==> src/rtl/scan_pkg.sv <==
// scan_pkg: shared types and constants of the test access port.
// Assumes a 4-bit instruction register and a 32-bit identification path.
package scan_pkg;
    localparam int IR_W = 4;
    localparam int ID_W = 32;

    typedef enum logic [3:0] {
        ST_RESET  = 4'h0,
        ST_IDLE   = 4'h1,
        ST_SEL_DR = 4'h2,
        ST_CAP_DR = 4'h3,
        ST_SHF_DR = 4'h4,
        ST_EX1_DR = 4'h5,
        ST_PAU_DR = 4'h6,
        ST_EX2_DR = 4'h7,
        ST_UPD_DR = 4'h8,
        ST_SEL_IR = 4'h9,
        ST_CAP_IR = 4'hA,
        ST_SHF_IR = 4'hB,
        ST_EX1_IR = 4'hC,
        ST_PAU_IR = 4'hD,
        ST_EX2_IR = 4'hE,
        ST_UPD_IR = 4'hF
    } tap_state_t;

    localparam logic [IR_W-1:0] OP_EXTEST = 4'b0000;
    localparam logic [IR_W-1:0] OP_IDCODE = 4'b0010;
    localparam logic [IR_W-1:0] OP_SAMPLE = 4'b0101;
    localparam logic [IR_W-1:0] OP_BYPASS = 4'b1111;
    localparam logic [IR_W-1:0] IR_CAPTURE_PAT = 4'b0001;
endpackage

==> src/rtl/scan_fsm.sv <==
// scan_fsm: sixteen-state controller stepped on the rising test clock edge.
// Assumes rst_n is sampled synchronously on the rising edge.
module scan_fsm
    import scan_pkg::*;
(
    input  logic       tck,
    input  logic       rst_n,
    input  logic       tms,
    output tap_state_t state
);
    tap_state_t state_q;
    tap_state_t state_d;

    // Next-state selection steered only by tms.
    always_comb begin
        unique case (state_q)
            ST_RESET:  state_d = tms ? ST_RESET  : ST_IDLE;
            ST_IDLE:   state_d = tms ? ST_SEL_DR : ST_IDLE;
            ST_SEL_DR: state_d = tms ? ST_SEL_IR : ST_CAP_DR;
            ST_CAP_DR: state_d = tms ? ST_EX1_DR : ST_SHF_DR;
            ST_SHF_DR: state_d = tms ? ST_EX1_DR : ST_SHF_DR;
            ST_EX1_DR: state_d = tms ? ST_UPD_DR : ST_PAU_DR;
            ST_PAU_DR: state_d = tms ? ST_EX2_DR : ST_PAU_DR;
            ST_EX2_DR: state_d = tms ? ST_UPD_DR : ST_SHF_DR;
            ST_UPD_DR: state_d = tms ? ST_SEL_DR : ST_IDLE;
            ST_SEL_IR: state_d = tms ? ST_RESET  : ST_CAP_IR;
            ST_CAP_IR: state_d = tms ? ST_EX1_IR : ST_SHF_IR;
            ST_SHF_IR: state_d = tms ? ST_EX1_IR : ST_SHF_IR;
            ST_EX1_IR: state_d = tms ? ST_UPD_IR : ST_PAU_IR;
            ST_PAU_IR: state_d = tms ? ST_EX2_IR : ST_PAU_IR;
            ST_EX2_IR: state_d = tms ? ST_UPD_IR : ST_SHF_IR;
            ST_UPD_IR: state_d = tms ? ST_SEL_DR : ST_IDLE;
            default:   state_d = ST_RESET;
        endcase
    end

    // State register with synchronous reset.
    always_ff @(posedge tck) begin
        if (!rst_n) state_q <= ST_RESET;
        else        state_q <= state_d;
    end

    assign state = state_q;

    // Checker support: consecutive tms-high edges since reset, saturating at 5.
    logic [2:0] ones_q;
    always_ff @(posedge tck) begin
        if (!rst_n || !tms)       ones_q <= 3'd0;
        else if (ones_q != 3'd5)  ones_q <= ones_q + 3'd1;
    end

    a_r2_five_ones_reset: assert property (@(posedge tck) disable iff (!rst_n)
        (ones_q == 3'd5) |-> (state_q == ST_RESET));

    a_r1_capture_enters_shift: assert property (@(posedge tck) disable iff (!rst_n)
        (state_q == ST_CAP_DR && !tms) |=> (state_q == ST_SHF_DR));

    a_r1_update_leaves_to_idle: assert property (@(posedge tck) disable iff (!rst_n)
        ((state_q == ST_UPD_DR || state_q == ST_UPD_IR) && !tms) |=> (state_q == ST_IDLE));
endmodule

==> src/rtl/scan_ir.sv <==
// scan_ir: instruction shift stage (rising edge) and active instruction (falling edge).
// Assumes the controller state comes from scan_fsm. Unknown codes become BYPASS.
module scan_ir
    import scan_pkg::*;
(
    input  logic            tck,
    input  logic            rst_n,
    input  logic            tdi,
    input  tap_state_t      state,
    output logic            ir_so,
    output logic [IR_W-1:0] instr
);
    logic [IR_W-1:0] sr_q;
    logic [IR_W-1:0] instr_q;
    logic [IR_W-1:0] decoded;

    // Capture the fixed pattern, or shift towards bit 0.
    always_ff @(posedge tck) begin
        if (!rst_n)                 sr_q <= IR_CAPTURE_PAT;
        else if (state == ST_CAP_IR) sr_q <= IR_CAPTURE_PAT;
        else if (state == ST_SHF_IR) sr_q <= {tdi, sr_q[IR_W-1:1]};
    end

    // Map unsupported codes onto BYPASS.
    always_comb begin
        unique case (sr_q)
            OP_EXTEST, OP_IDCODE, OP_SAMPLE: decoded = sr_q;
            default:                         decoded = OP_BYPASS;
        endcase
    end

    // Active instruction changes on the falling edge, in reset or update.
    always_ff @(negedge tck) begin
        if (!rst_n || state == ST_RESET) instr_q <= OP_BYPASS;
        else if (state == ST_UPD_IR)     instr_q <= decoded;
    end

    assign ir_so = sr_q[0];
    assign instr = instr_q;

    a_r2_reset_gives_bypass: assert property (@(posedge tck) disable iff (!rst_n)
        (state == ST_RESET) |-> (instr_q == OP_BYPASS));

    a_r3_capture_pattern: assert property (@(posedge tck) disable iff (!rst_n)
        (state == ST_CAP_IR) |=> (sr_q == IR_CAPTURE_PAT));

    a_r4_known_codes_only: assert property (@(posedge tck) disable iff (!rst_n)
        (instr_q == OP_EXTEST || instr_q == OP_IDCODE ||
         instr_q == OP_SAMPLE || instr_q == OP_BYPASS));
endmodule

==> src/rtl/scan_dregs.sv <==
// scan_dregs: internal data registers, the 1-bit bypass and the identification register.
// Assumes the active instruction comes from scan_ir. Bit 0 of the ID is forced to 1.
module scan_dregs
    import scan_pkg::*;
#(
    parameter logic [ID_W-1:0] ID_VALUE = 32'h5A3C_9E61
) (
    input  logic            tck,
    input  logic            rst_n,
    input  logic            tdi,
    input  tap_state_t      state,
    input  logic [IR_W-1:0] instr,
    output logic            byp_so,
    output logic            id_so
);
    localparam logic [ID_W-1:0] ID_FIXED = {ID_VALUE[ID_W-1:1], 1'b1};

    logic            byp_q;
    logic [ID_W-1:0] id_q;
    logic            id_sel;
    logic            byp_sel;

    assign id_sel  = (instr == OP_IDCODE);
    assign byp_sel = (instr == OP_BYPASS);

    // Single bypass stage: capture 0, then pass tdi through.
    always_ff @(posedge tck) begin
        if (!rst_n)                              byp_q <= 1'b0;
        else if (byp_sel && state == ST_CAP_DR)  byp_q <= 1'b0;
        else if (byp_sel && state == ST_SHF_DR)  byp_q <= tdi;
    end

    // Identification register: capture the ID, shift towards bit 0.
    always_ff @(posedge tck) begin
        if (!rst_n)                             id_q <= ID_FIXED;
        else if (id_sel && state == ST_CAP_DR)  id_q <= ID_FIXED;
        else if (id_sel && state == ST_SHF_DR)  id_q <= {tdi, id_q[ID_W-1:1]};
    end

    assign byp_so = byp_q;
    assign id_so  = id_q[0];

    a_r5_bypass_captures_zero: assert property (@(posedge tck) disable iff (!rst_n)
        (byp_sel && state == ST_CAP_DR) |=> (byp_q == 1'b0));

    a_r6_id_lsb_one: assert property (@(posedge tck) disable iff (!rst_n)
        (id_sel && state == ST_CAP_DR) |=> (id_q[0] == 1'b1));

    a_r10_pause_holds: assert property (@(posedge tck) disable iff (!rst_n)
        (state == ST_PAU_DR) |=> ($stable(id_q) && $stable(byp_q)));
endmodule

==> src/rtl/scan_port_ctrl.sv <==
// scan_port_ctrl: top of the test access port. Ties the controller, the
// instruction register and the data registers together, selects the serial
// path and drives tdo on the falling edge. Assumes one external boundary register.
module scan_port_ctrl
    import scan_pkg::*;
#(
    parameter logic [ID_W-1:0] ID_VALUE = 32'h5A3C_9E61
) (
    input  logic            tck,
    input  logic            rst_n,
    input  logic            tms,
    input  logic            tdi,
    input  logic            bsr_so,
    output logic            tdo,
    output logic            tdo_oe,
    output logic [IR_W-1:0] instr_o,
    output logic            bsr_sel,
    output logic            bsr_extest,
    output logic            bsr_capture,
    output logic            bsr_shift,
    output logic            bsr_update,
    output logic            bsr_si
);
    tap_state_t      state;
    logic            ir_so;
    logic            byp_so;
    logic            id_so;
    logic [IR_W-1:0] instr;
    logic            dr_so;
    logic            tdo_q;
    logic            oe_q;

    scan_fsm u_fsm (
        .tck   (tck),
        .rst_n (rst_n),
        .tms   (tms),
        .state (state)
    );

    scan_ir u_ir (
        .tck   (tck),
        .rst_n (rst_n),
        .tdi   (tdi),
        .state (state),
        .ir_so (ir_so),
        .instr (instr)
    );

    scan_dregs #(.ID_VALUE(ID_VALUE)) u_dregs (
        .tck    (tck),
        .rst_n  (rst_n),
        .tdi    (tdi),
        .state  (state),
        .instr  (instr),
        .byp_so (byp_so),
        .id_so  (id_so)
    );

    // Boundary selection and strobes for the external register.
    assign bsr_sel     = (instr == OP_EXTEST) || (instr == OP_SAMPLE);
    assign bsr_extest  = (instr == OP_EXTEST);
    assign bsr_capture = bsr_sel && (state == ST_CAP_DR);
    assign bsr_shift   = bsr_sel && (state == ST_SHF_DR);
    assign bsr_update  = bsr_sel && (state == ST_UPD_DR);
    assign bsr_si      = tdi;

    // Data path multiplexer chosen by the active instruction.
    always_comb begin
        if (bsr_sel)                  dr_so = bsr_so;
        else if (instr == OP_IDCODE)  dr_so = id_so;
        else                          dr_so = byp_so;
    end

    // Serial output and its enable, updated on the falling edge.
    always_ff @(negedge tck) begin
        if (!rst_n) begin
            tdo_q <= 1'b0;
            oe_q  <= 1'b0;
        end else if (state == ST_SHF_IR) begin
            tdo_q <= ir_so;
            oe_q  <= 1'b1;
        end else if (state == ST_SHF_DR) begin
            tdo_q <= dr_so;
            oe_q  <= 1'b1;
        end else begin
            tdo_q <= 1'b0;
            oe_q  <= 1'b0;
        end
    end

    assign tdo     = tdo_q;
    assign tdo_oe  = oe_q;
    assign instr_o = instr;

    a_r8_one_strobe: assert property (@(posedge tck) disable iff (!rst_n)
        $onehot0({bsr_capture, bsr_shift, bsr_update}));

    a_r9_quiet_when_off: assert property (@(posedge tck) disable iff (!rst_n)
        !oe_q |-> !tdo_q);

    a_r9_stable_over_rise: assert property (@(negedge tck) disable iff (!rst_n)
        (state == ST_IDLE) |=> !oe_q);
endmodule

==> config.mk <==
export PLATFORM = sky130hd
export DESIGN_NAME = scan_port_ctrl
export DESIGN_NICKNAME = d
export VERILOG_FILES = /design/src/rtl/scan_pkg.sv /design/src/rtl/scan_fsm.sv /design/src/rtl/scan_ir.sv /design/src/rtl/scan_dregs.sv /design/src/rtl/scan_port_ctrl.sv
export SDC_FILE = /design/constraint.sdc
export NUM_CORES = 1
export LEC_CHECK = 0
export CAP_MARGIN = 20
export CORE_MARGIN = 10
export CORE_UTILIZATION = 30
export DETAILED_ROUTE_END_ITERATION = 12
export HOLD_SLACK_MARGIN = 0.1
export PLACE_DENSITY = 0.55
export SYNTH_ARGS = -nofsm -noshare
export SYNTH_HDL_FRONTEND = slang
export SYNTH_SLANG_ARGS = --single-unit
==> constraint.sdc <==
create_clock -name tck -period 2.4 [get_ports tck]
set_input_delay 0.48 -clock tck [delete_from_list [all_inputs] [get_ports tck]]
set_output_delay 0.48 -clock tck [all_outputs]
set_load 0.01 [all_outputs]
Word level (Yosys, flattened, before mapping). Cells that the tools add are included. Widths: inputs -> output; s select.

Bits in registers: 47. Output and inout bits: 12. Logic and storage cells: 68.

Eq/ne operators: 20. Muxes and demuxes: 20. Bitwise gates (word level): 1. Reduce and logical (&&, ||, !) cells: 20.

Operators by type and width (count): $pmux 4 s12 (1); $eq 4x4->1 const B (9); $eq 4x3->1 const B (6); $mux 4 (5); $eq 4x2->1 const B (4); $logic_not 4->1 (3); $reduce_or 2->1 (5); $mux 1 (9); $logic_and 1x1->1 (7); $mux 2 (3); $mux 3 (2); $reduce_or 3->1 (2); $eq 4x1->1 const B (1); $logic_or 1x1->1 (2); $logic_not 1->1 (1); $not 1->1 (1).

Logic depth before layout (Yosys ltp). Gate-level depths: netlist of the first run.

Word-level depth: 5. Mapped depth: 7.

Modules after synthesis. Synthesis of the first run repeated with hierarchy kept, for this count alone.

Cell total of the unflattened synthesis: 232. Area total of the unflattened synthesis: 2110.8 sq um.

By module, submodules not included: scan_dregs (times used 1, cells an instance 126, area an instance 1243.7 sq um, seq. area each 660.6 sq um); scan_ir (times used 1, cells an instance 38, area an instance 354.1 sq um, seq. area each 160.2 sq um); scan_fsm (times used 1, cells an instance 40, area an instance 327.8 sq um, seq. area each 80.1 sq um); scan_port_ctrl (times used 1, cells an instance 28, area an instance 185.2 sq um, seq. area each 40.0 sq um).

==> flow_summary.ini, run 1 <==
[route]
dr.pass1.iters = 4
wirelength_um = 4666
via_per_inst = 5.052
final_antenna_net_count = 0
vias = 1758
wl_per_cell_um = 13.41
drc_errors = 0
first_iter_violations = 53

[timing]
setup_viol = 43
finalHoldViolations = 0
tightestPinTransition_ns = 0.5999
slew_headroom_pct = 59.66
rsz0062_at_grt = yes
finalMaxSlewViolations = 0
clock_skew_ns = 0.06497
setup_slack_ns = -0.8347

[worst_setup_path]
endpoint_kind = register
critPathLaunchType = register
cpMaxStageDelayCell = or4_4
worstSetupPathType = reg -> reg
cpPeakStageDelay_ns = 0.51
reg2reg_slack_ns = -0.83
cp.arrival_ns = 3.42
crit_chain = buf_4 -> or4b_4 -> or4_4 -> clkbuf_16 -> o22ai_2 -> nand2_1
crit_fanout = 8
worst_ep_required_time_ns = 2.58

[cts]
clkSinkCount = 47
insertion_delay_ns = 0.36
cts_tree = built
clk_pin_slew_ns = 0.09
htreeDepth = 2
numCtsBuffers = 5
postCtsHoldBufs = 0
clk_path_buf_depth = 2
cts-root-buf = clkbuf_8

[power]
p_switching_uw = 351.0
powerDensity_mw_per_mm2 = 497.2
sequentialPowerShare_pct = 57.0
clock_power_share_pct = 35.9
p_leak_uw = 0.001053
comb_power_share_pct = 7.1
power_uw = 1389
swShare_pct = 25.27
vdd_drop_max_mv = 0.3454
p_int_uw = 1038

[global_routing]
grt_pass1_wl_um = 7410
antenna_found_initial = 0
grt_pass1_vias = 1516
overflow = 0
gr-usage-all-layers_pct = 8.763
grt_max_degree = 46

[synthesis]
ys_ff_latch = 47
async_reset_ff_share_pct = 0
syn_area_mm2 = 0.001963
synth_flop_cell = dfxtp_1
synthCells = 229
synth.avg_cell_area_um2 = 8.573
yosysTopAreaCell = dfxtp_1
synth_area_leaders = dfxtp_1, o22ai_1, nand2_1
synth_cell_types = 39
synth-edff-count = 0
yosysWarnings = 0
ys_top_cells_by_count = dfxtp_1, nand2_1, o22ai_1
synth_top_area_share_pct = 47.93
yosysSeqAreaShare_pct = 47.93
synth_nets = 234

[place]
dpl.hpwl_um = 2777
pre_cts_ws_ns = -0.9630
routabilityCongestion = 0.7338
dp.cells = 325
post_dp_cell_area_mm2 = 0.002387
port_buffers = 16

[die]
start_util_pct = 30.92
dieHeight_um = 100.9
num_rows = 29
num_io_pins = 17
die_w_um = 100.9
core-area_mm2 = 0.006350
die_area_mm2 = 0.01018

[run_status]
violations = setup timing
status = finished, violations left

[finish]
fin_cells = 348
n_antenna_cell = 0
finalInstanceArea_mm2 = 0.002794
area_delta_synth_final_pct = 42.32
drive_gt1_share_pct = 36.16
layout.nets = 276

[flow_run]
max_cap_violations = 0

[min_path]
hold_path.class = reg -> reg
-- metrics by stage --
stage,hold slack (ns),TNS [ns],util (%)
2_1_floorplan,0.4414,-21.19,-
3_3_place_gp,0.4507,-29.48,37.60
3_5_place_dp,0.4606,-29.32,37.60
4_1_cts,0.4865,-29.75,40.81
5_1_grt,0.5109,-32.62,44.00
6_report,0.4839,-30.29,44.00
-- cell usage in the layout (no fill, tap or decap), types with 5 or more instances in the layout --
cell type  synthesis  routed
buf_6              3      13
buf_2              2       5
nand2_1           47      47
o22ai_2            3      24
a21oi_1            6       6
dfxtp_1           47      38
inv_1              4       8
clkbuf_8           0       5
o22ai_1           30       9
o21ai_0           13      13
dfxtp_2            0       9
nor2_1            11      10
buf_4              1      23
-- final timing paths --
kind                                                    from                             to  cells past startpoint
worst min-delay path            u_dregs.id_q[1]$_SDFFE_PP0P_   u_dregs.id_q[0]$_SDFFE_PP1P_                      2
worst max-delay path              u_ir.instr[2]$_SDFFE_NP1N_  u_dregs.id_q[12]$_SDFFE_PP1P_                      6
worst min register to register  u_dregs.id_q[1]$_SDFFE_PP0P_   u_dregs.id_q[0]$_SDFFE_PP1P_                      2
worst max register to register    u_ir.instr[2]$_SDFFE_NP1N_  u_dregs.id_q[12]$_SDFFE_PP1P_                      6
-- cells by family (layout without fill, tap and decap cells) --
| logic type | Yosys count | count (layout) | synth area share, % |
|---|---|---|---|
| flops | 47 | 47 | 47.93 |
| mux | 3 | 3 | 1.530 |
| compound gates | 69 | 69 | 23.52 |
| xor+xnor | 2 | 2 | 0.8925 |
| simple gates | 83 | 83 | 19.89 |
| buf+inv | 25 | 67 | 6.246 |
-- metal layers --
metal	track usage (%)	vias up	part of all wire [%]
li1	-	904	-
met1	11.92	826	51
met2	12.83	21	45
met3	2.606	7	3.2
met4	2.894	0	1.3
met5	0	-	0
-- registers in the layout, indices dropped and copies added, names as in the netlist --
| name | flops |
|---|---|
| tdo | 1 |
| u_dregs.byp_so | 1 |
| tdo_oe | 1 |
| u_ir.instr | 4 |
| u_ir.sr_q | 4 |
| u_dregs.id_q | 32 |
| u_fsm.state | 4 |
-- power by group through the flow --
stage	combinational [uW]	sequential, uW	clock [uW]
2_1_floorplan	79.1	805	18.1
4_1_cts	96.3	791	512
5_1_grt	108	793	551
3_3_place_gp	95.8	808	18.1
3_5_place_dp	96.0	809	18.1
6_report	98.0	792	499
-- worst max-delay path, delay by kind of cell (launching register included) --
family                 cells  cell delay (ns)
buffers and inverters      2             0.37
AND/OR/NAND/NOR            3             1.06
flip-flops                 1             0.32
AO/OA/AOI/OAI              1             0.11
-- final cells by class --
cell class                      count  area [um^2]
Clock buffer                        5        68.82
Multi-Input combinational cell    157         1130
Tap cell                           77        96.34
Timing Repair Buffer               51        500.5
Fill cell                         603         3556
Sequential cell                    47        952.2
Clock inverter                      8        35.03
Inverter                            3        11.26
-- repair_timing --
item / 4_1_cts / 5_1_grt
buffers inserted: 0 / 9
gates cloned: 1 / 1
pin swaps: 1 / 5
gates resized for setup: 66 / 26
setup endpoints to repair: 45 / 49
(Power assumes the default switching activity.)
==> run 2: changes to the inputs <==
CTS_CLUSTER_SIZE = 12   (was not set)
SLEW_MARGIN = 20   (was not set)
==> results of run 2 <==
The final DEF is identical to that of run 1; final timing and power are the same.
